===== src/rtl/lpm_pkg.sv =====
package lpm_pkg;
  localparam int NPORT  = 4;
  localparam int PORT_W = 8;

  typedef enum logic [1:0] {
    MODE_RUN  = 2'b00,
    MODE_IDLE = 2'b01,
    MODE_PD   = 2'b10
  } lpm_mode_e;

  localparam int BIT_IDLE = 0;
  localparam int BIT_PD   = 1;
endpackage


===== src/rtl/lpm_rst_release.sv =====
module lpm_rst_release #(
  parameter int STABLE_CYC = 16
) (
  input  logic clk_i,
  input  logic rst_ni,
  input  logic osc_stable_i,
  output logic sys_rst_o
);
  localparam int CNT_W = $clog2(STABLE_CYC + 1);

  logic [CNT_W-1:0] cnt_q;
  logic             sys_rst_q;

  always_ff @(posedge clk_i or negedge rst_ni) begin
    if (!rst_ni) begin
      cnt_q     <= '0;
      sys_rst_q <= 1'b1;
    end else if (sys_rst_q) begin
      if (!osc_stable_i) begin
        cnt_q <= '0;
      end else if (cnt_q == CNT_W'(STABLE_CYC - 1)) begin
        sys_rst_q <= 1'b0;
      end else begin
        cnt_q <= cnt_q + 1'b1;
      end
    end
  end

  assign sys_rst_o = sys_rst_q;

  // no release while the oscillator is not stable
  a_r2_hold_unstable: assert property (@(posedge clk_i) disable iff (!rst_ni)
    (sys_rst_q && !osc_stable_i) |=> sys_rst_q);
  // release is sticky until the pin reset
  a_r3_sticky_release: assert property (@(posedge clk_i) disable iff (!rst_ni)
    !sys_rst_q |=> !sys_rst_q);
endmodule


===== src/rtl/lpm_mode_fsm.sv =====
module lpm_mode_fsm
  import lpm_pkg::*;
(
  input  logic      clk_i,
  input  logic      rst_ni,
  input  logic      sys_rst_i,
  input  logic      pcon_we_i,
  input  logic [1:0] pcon_wdata_i,
  input  logic      irq_i,
  output lpm_mode_e mode_o
);
  lpm_mode_e mode_q, mode_d;

  always_comb begin
    mode_d = mode_q;
    unique case (mode_q)
      MODE_RUN: begin
        if (pcon_we_i) begin
          if (pcon_wdata_i[BIT_PD])        mode_d = MODE_PD;   // power-down wins
          else if (pcon_wdata_i[BIT_IDLE]) mode_d = MODE_IDLE;
        end
      end
      MODE_IDLE: if (irq_i) mode_d = MODE_RUN;
      MODE_PD:   mode_d = MODE_PD;                            // only the pin reset exits
      default:   mode_d = MODE_RUN;
    endcase
  end

  always_ff @(posedge clk_i or negedge rst_ni) begin
    if (!rst_ni)        mode_q <= MODE_RUN;
    else if (sys_rst_i) mode_q <= MODE_RUN;
    else                mode_q <= mode_d;
  end

  assign mode_o = mode_q;


  a_r4_pd_priority: assert property (@(posedge clk_i) disable iff (!rst_ni || sys_rst_i)
    (mode_q == MODE_RUN && pcon_we_i && pcon_wdata_i[BIT_PD]) |=> (mode_q == MODE_PD));

  a_r5_idle_wake: assert property (@(posedge clk_i) disable iff (!rst_ni || sys_rst_i)
    (mode_q == MODE_IDLE && irq_i) |=> (mode_q == MODE_RUN));

  a_r6_pd_hold: assert property (@(posedge clk_i) disable iff (!rst_ni)
    (mode_q == MODE_PD) |=> (mode_q == MODE_PD));
  // mode bits never both set
  a_r4_onehot_bits: assert property (@(posedge clk_i) disable iff (!rst_ni)
    $onehot0(mode_q));
endmodule


===== src/rtl/lpm_pin_mux.sv =====
module lpm_pin_mux
  import lpm_pkg::*;
#(
  parameter int PWM_N = 2
) (
  input  logic                         clk_i,
  input  logic                         rst_ni,
  input  lpm_mode_e                    mode_i,
  input  logic                         ext_prog_i,
  input  logic                         ale_i,
  input  logic                         psen_i,
  input  logic [NPORT-1:0][PORT_W-1:0] port_drv_i,
  input  logic [NPORT-1:0][PORT_W-1:0] port_lat_i,
  input  logic [NPORT-1:0]             port_oe_i,
  input  logic [PWM_N-1:0]             pwm_i,
  output logic                         ale_o,
  output logic                         psen_o,
  output logic [NPORT-1:0][PORT_W-1:0] port_o,
  output logic [NPORT-1:0]             port_oe_o,
  output logic [PWM_N-1:0]             pwm_o,
  output logic [PWM_N-1:0]             pwm_oe_o
);
  logic run, idle, pd;
  assign run  = (mode_i == MODE_RUN);
  assign idle = (mode_i == MODE_IDLE);
  assign pd   = (mode_i == MODE_PD);

  always_comb begin
    if (run) begin
      ale_o  = ale_i;
      psen_o = psen_i;
    end else begin
      ale_o  = idle;
      psen_o = idle;
    end
  end

  for (genvar p = 0; p < NPORT; p++) begin : g_port
    always_comb begin
      if (run) begin
        port_o[p]    = port_drv_i[p];
        port_oe_o[p] = port_oe_i[p];
      end else if (p == 0 && ext_prog_i) begin
        port_o[p]    = '0;                 // bus released
        port_oe_o[p] = 1'b0;
      end else if (p == 2 && ext_prog_i && idle) begin
        port_o[p]    = port_drv_i[p];      // address byte keeps flowing
        port_oe_o[p] = 1'b1;
      end else begin
        port_o[p]    = port_lat_i[p];
        port_oe_o[p] = 1'b1;
      end
    end
  end

  for (genvar w = 0; w < PWM_N; w++) begin : g_pwm
    assign pwm_o[w]    = run ? pwm_i[w] : 1'b0;
    assign pwm_oe_o[w] = run;
  end


  a_r9_pd_strobes_low: assert property (@(posedge clk_i) disable iff (!rst_ni)
    pd |-> (!ale_o && !psen_o));

  a_r10_p0_float_ext: assert property (@(posedge clk_i) disable iff (!rst_ni)
    (!run && ext_prog_i) |-> !port_oe_o[0]);

  a_r12_pwm_float: assert property (@(posedge clk_i) disable iff (!rst_ni)
    !run |-> (pwm_oe_o == '0));

  a_r11_p2_pd_latch: assert property (@(posedge clk_i) disable iff (!rst_ni)
    pd |-> (port_o[2] == port_lat_i[2] && port_oe_o[2]));
endmodule


===== src/rtl/lpm_pin_ctrl.sv =====
module lpm_pin_ctrl
  import lpm_pkg::*;
#(
  parameter int STABLE_CYC = 16,
  parameter int PWM_N      = 2
) (
  input  logic                         clk_i,
  input  logic                         rst_ni,
  input  logic                         osc_stable_i,
  input  logic                         pcon_we_i,
  input  logic [1:0]                   pcon_wdata_i,
  input  logic                         irq_i,
  input  logic                         ext_prog_i,
  input  logic                         ale_i,
  input  logic                         psen_i,
  input  logic [NPORT-1:0][PORT_W-1:0] port_drv_i,
  input  logic [NPORT-1:0][PORT_W-1:0] port_lat_i,
  input  logic [NPORT-1:0]             port_oe_i,
  input  logic [PWM_N-1:0]             pwm_i,
  output logic                         sys_rst_o,
  output logic                         cpu_clk_en_o,
  output logic                         osc_en_o,
  output logic [1:0]                   pcon_o,
  output logic                         ale_o,
  output logic                         psen_o,
  output logic [NPORT-1:0][PORT_W-1:0] port_o,
  output logic [NPORT-1:0]             port_oe_o,
  output logic [PWM_N-1:0]             pwm_o,
  output logic [PWM_N-1:0]             pwm_oe_o
);
  lpm_mode_e mode;
  logic      sys_rst;

  lpm_rst_release #(.STABLE_CYC(STABLE_CYC)) u_rst (
    .clk_i        (clk_i),
    .rst_ni       (rst_ni),
    .osc_stable_i (osc_stable_i),
    .sys_rst_o    (sys_rst)
  );

  lpm_mode_fsm u_fsm (
    .clk_i        (clk_i),
    .rst_ni       (rst_ni),
    .sys_rst_i    (sys_rst),
    .pcon_we_i    (pcon_we_i),
    .pcon_wdata_i (pcon_wdata_i),
    .irq_i        (irq_i),
    .mode_o       (mode)
  );

  lpm_pin_mux #(.PWM_N(PWM_N)) u_mux (
    .clk_i      (clk_i),
    .rst_ni     (rst_ni),
    .mode_i     (mode),
    .ext_prog_i (ext_prog_i),
    .ale_i      (ale_i),
    .psen_i     (psen_i),
    .port_drv_i (port_drv_i),
    .port_lat_i (port_lat_i),
    .port_oe_i  (port_oe_i),
    .pwm_i      (pwm_i),
    .ale_o      (ale_o),
    .psen_o     (psen_o),
    .port_o     (port_o),
    .port_oe_o  (port_oe_o),
    .pwm_o      (pwm_o),
    .pwm_oe_o   (pwm_oe_o)
  );

  assign sys_rst_o    = sys_rst;
  assign cpu_clk_en_o = (mode == MODE_RUN);
  assign osc_en_o     = (mode != MODE_PD);
  assign pcon_o       = mode;


  a_r7_clk_gating: assert property (@(posedge clk_i) disable iff (!rst_ni)
    !(cpu_clk_en_o && pcon_o != 2'b00) && (osc_en_o || pcon_o == 2'b10));
endmodule


===== config.mk =====
export PLATFORM = sky130hd
export DESIGN_NAME = lpm_pin_ctrl
export DESIGN_NICKNAME = d
export VERILOG_FILES = /design/src/rtl/lpm_pkg.sv /design/src/rtl/lpm_rst_release.sv /design/src/rtl/lpm_mode_fsm.sv /design/src/rtl/lpm_pin_mux.sv /design/src/rtl/lpm_pin_ctrl.sv
export SDC_FILE = /design/constraint.sdc
export NUM_CORES = 1
export LEC_CHECK = 0
export CAP_MARGIN = 20
export CORE_ASPECT_RATIO = 0.7
export CORE_MARGIN = 5
export CORE_UTILIZATION = 26
export CTS_CLUSTER_SIZE = 25
export DETAILED_ROUTE_END_ITERATION = 8
export PLACE_DENSITY = 0.87
export SLEW_MARGIN = 20
export SYNTH_ARGS = -nofsm -noshare
export SYNTH_HDL_FRONTEND = slang
export SYNTH_SLANG_ARGS = --single-unit

===== constraint.sdc =====
create_clock -name clk_i -period 4 [get_ports clk_i]
set_input_delay 0.8 -clock clk_i [delete_from_list [all_inputs] [get_ports clk_i]]
set_output_delay 0.8 -clock clk_i [all_outputs]
set_load 0.03 [all_outputs]

==> Yosys cells after proc, flatten, opt, wreduce, memory -nomap -nowiden <==
Cells that the tools add are included.
{ "word_totals": {"output_inout_bits": 47, "ff_bits": 8, "input_bits": 80, "elab_cells": 42} }
{ "classes": {"n_eq_ne": 8, "muxes": 26, "n_addsub": 1, "reduce_logical": 4} }
{ "ops": {"columns": ["cell", "n"], "rows": [
  ["2-to-1 mux 8 bit", 6],
  ["2-to-1 mux 1 bit", 12],
  ["2-to-1 mux 2 bit", 5],
  ["2-to-1 mux 5 bit", 2],
  ["!= test 3 bit, second input constant", 2],
  ["case mux 2 bit (3 select lines)", 1],
  ["adder 5 x 1 -> 5 bit, second input constant", 1],
  ["== test 5 x 4 -> 1 bit, second input constant", 1],
  ["!= test 2 bit, second input constant", 2],
  ["!= test 4 bit, second input constant", 1],
  ["AND reduction 3 bit", 1],
  ["== test 2 x 1 -> 1 bit, second input constant", 1],
  ["== test 2 bit, second input constant", 1],
  ["logical NOT 2 bit", 1],
  ["AND reduction 2 bit", 1],
  ["logical AND 1 bit", 1]
]} }

==> Logic depth before layout (Yosys ltp) <==
{ "depth": {"word_depth": 5, "ltp_mapped": 7, "mapped_depth_nobuf": 7} }

==> Cells and area by module <==
Synthesis repeated with hierarchy kept, for this count alone.
{ "unflattened": {"cells_unflattened": 108, "hier_area_um2": 998.5} }
{ "by_module_without_submodules": {"columns": ["module", "n_inst", "area_each_um2", "cells_per_inst", "seq_area_each_um2"], "rows": [
  ["lpm_pin_mux", 1, 565.5, 69, 0.0],
  ["lpm_rst_release", 1, 332.8, 30, 151.4],
  ["lpm_mode_fsm", 1, 90.1, 7, 50.0],
  ["lpm_pin_ctrl", 1, 10.0, 2, 0.0]
]} }

==> Worst setup path before layout <==
No wires, ideal clock.
{ "synth_timing": {"kind": "register to output", "start": "register u_fsm.mode_q[1], in the netlist u_fsm.mode_o[1]", "end": "output port port_oe_o[0]", "stages_incl_launch_ff": 5, "n_path_buf": 2, "arrival_time_ps": 1769, "required_time_ps": 3200, "path_slack_ps": 1431, "cell_sequence": "dfrtp_1 > buf_4 > nor2_8 > buf_2 > o21ai_0"} }
{ "synth_between": {"elab_chain_cells": 2} }
{ "synth_rtl": {"columns": ["element", "line", "rtl"], "rows": [
  ["start: declaration", "lpm_mode_fsm.sv:12", "lpm_mode_e mode_q, mode_d;"],
  ["start signal: assignment", "lpm_mode_fsm.sv:32", "else mode_q <= mode_d;"],
  ["logical NOT 2 bit", null, null],
  ["via cpu_clk_en_o", "lpm_pin_ctrl.sv:21", "output logic cpu_clk_en_o,"],
  ["2-to-1 mux 1 bit", "lpm_pin_mux.sv:40", "if (run) begin"],
  ["end: declaration", "lpm_pin_ctrl.sv:27", "output logic [NPORT-1:0] port_oe_o,"]
]} }
The timed path passes the listed nets, and every way through them passes these cells.

==> flow_metrics.tcl <==
set metrics [dict create \
    vias 1211 \
    netlist_top_cells_count "24 x mux2_2, 22 x nand2_1, 11 x o21ai_0, 7 x dfrtp_1, 5 x nor2_1" \
    period_share_pct 87.29 \
    n_antenna_cell 0 \
    core_area_um2 3233 \
    io_buffers 126 \
    synth_cell_types 28 \
    peakVddDrop_uv 182.3 \
    worstSetupStartpointType "primary input" \
    clkLatencyLatePin_ns 0.24 \
    end_kind "primary output" \
    grt_pass1_wl_um 6078 \
    drtAntennaViolNets 0 \
    critical_path_arrival_ns 2.69 \
    relSlewSlack_pct 63.60 \
    worst_pin_slew_ns 0.5460 \
    worst_r2r_path_depth 7 \
    fp.dieArea_um2 4749 \
    cts_setup_buffers 0 \
    num_rows 17 \
    drc 0 \
    wl_per_cell_um 15.92 \
    grt_setup_unrepaired "false" \
    yosysTopAreaCellShare_pct 30.08 \
    antenna_found_initial 0 \
    drv_slew 0 \
    skew_ns 0.005407 \
    clkSinkCount 8 \
    vias_per_cell 4.388 \
    cts_max_level 1 \
    grt_max_degree 40 \
    synth.most_common_cell "mux2_2" \
    ioPinCount 127 \
    min_path_cells 2 \
    hold_viol_final 0 \
    status "completed" \
    seq_area_frac_synth_pct 22.42 \
    ys.flop_type "dfrtp_1" \
    numCtsBuffers 3 \
    wl_um 4394 \
    die_w_um 80.26 \
    max-cap-violations 0 \
    final_nets 312 \
    gr-usage-all-layers_pct 16.70 \
    critPathKind "primary input to primary output" \
    syn_area_per_cell_um2 8.475 \
    postCtsHoldBufs 0 \
    cp.required_ns 3.20 \
    min-delay-path-class "flop to flop" \
    gr-total-overflow 0 \
    cts_resized 0 \
    synth_top_area_cell "mux2_2" \
    mappedNetlistNets 188 \
    cts_buffer_depth 2 \
    path_max_fanout 9 \
    period_needed_ns 3.492 \
    finalPower_mw 0.3731 \
    dr.first_iter.drc_count 36 \
    leakagePower_nw 0.8435 \
    place_congestion 0.8629 \
    power_density_nw_per_um2 169.0 \
    cts_tree "built" \
    setup-violations-final 0 \
    drive_above_1_share_pct 13.97 \
    async_reset_ff_share_pct 100.0 \
    ys_warn_count 0 \
    synth_seq_cells 8 \
    clk_pin_slew_ns 0.04 \
    synth.area.top_cells "mux2_2 30%, dfrtp_1 19%, nand2_1 9.2%" \
    start_util_pct 27.79 \
    fin_tns_setup_ns 0 \
    synth_edf_count 0 \
    area_delta_synth_final_pct 145.8 \
    hpwlAfterDp_um 3815 \
    clock-root-buffer "clkbuf_8" \
    dr.pass1.iters 3 \
    first_global_vias 1183 \
    die_h_um 59.18 \
    fmax_mhz 286.4 \
    netlist_area_um2 898.4 \
    syn-instance-count 106 \
]
[metal layers]
metal  share of wire (%)  up-vias  routed length (um)  track usage (%)
met5                   0        -                   0                0
met2                  54       60                2352            31.49
li1                    -      614                   -                -
met3                 8.6        6                 378            5.623
met1                  37      531                1610            18.40
met4                 1.2        0                  53            3.133
[worst paths after layout]
kind | from | end | slack (ns)
max | ext_prog_i | port_o[18] | 0.51
min | u_rst.cnt_q[4] | u_rst.cnt_q[4] | 0.48
max reg2reg | u_rst.cnt_q[0] | u_rst.cnt_q[2] | 2.26
min reg2reg | u_rst.cnt_q[4] | u_rst.cnt_q[4] | 0.48
max in group asynchronous | rst_ni | u_rst.sys_rst_o | 2.85
min in group asynchronous | rst_ni | u_rst.cnt_q[0] | 0.84
[sequential cells by signal, indices dropped and copies added, names as in the netlist]
register and count:
u_fsm.mode_o 2, u_rst.cnt_q 5, u_rst.sys_rst_o 1
[layout make-up]
class                           instances  area, um2
Clock buffer                            4      45.04
Inverter                                5      21.27
Multi-Input combinational cell         86      620.6
Tap cell                               47      58.81
Timing Repair Buffer                  126       1261
Sequential cell                         8      201.4
Fill cell                             285       1025
[per-stage QoR]
step | hold WS, ns | setup WS (ns) | utilization, % | std cells | cell area [um2]
after CTS | 0.4814 | 0.4853 | 68.31 | 276 | 2208
after detailed placement | 0.4718 | 0.4959 | 66.91 | 272 | 2163
after floorplan | 0.4485 | 1.431 | - | 106 | 898.4
after global routing | 0.5134 | 0.4235 | 68.31 | 276 | 2208
after global placement | 0.4670 | 0.5323 | 66.91 | 272 | 2163
final | 0.4771 | 0.5084 | 68.31 | 276 | 2208
[placed cells by master (no fill, tap or decap), drive strengths merged]
cell / count
nand3: 2
o41ai: 1
and2: 3
nand2b: 2
mux2: 24
nor3: 2
and3: 1
dfrtp: 7
or3: 3
a21oi: 2
clkbuf: 4
clkdlybuf4s50: 126
a21bo: 1
ha: 2
o21ai: 11
a32oi: 1
dfstp: 1
o31ai: 1
o2bb2ai: 1
nor2: 6
inv: 5
a22oi: 1
nand2: 22
[worst max-delay path, stage by stage]
cell and delay (ns):
clkdlybuf4s50_1 0.53, inv_4 0.08, a21oi_4 0.30, mux2_2 0.38, clkdlybuf4s50_1 0.60
[report_power, final]
group,internal (mW),switching [mW],total (mW)
Combinational,0.113,0.0728,0.185
Sequential,0.0814,0.000471,0.0818
Clock,0.0695,0.0364,0.106
Total,0.263,0.110,0.373
[logic make-up (layout without fill, tap and decap cells)]
kind of cell | after synthesis | after routing | synth area share [%]
AOI/OAI and AO/OA | 19 | 19 | 14.21
adders and majority gates | 2 | 2 | 2.785
buffers and inverters | 12 | 135 | 8.494
DFF | 8 | 8 | 22.42
muxes | 24 | 24 | 30.08
and+or+nand+nor | 41 | 41 | 22.01
Power figures use the tool's default switching activity.
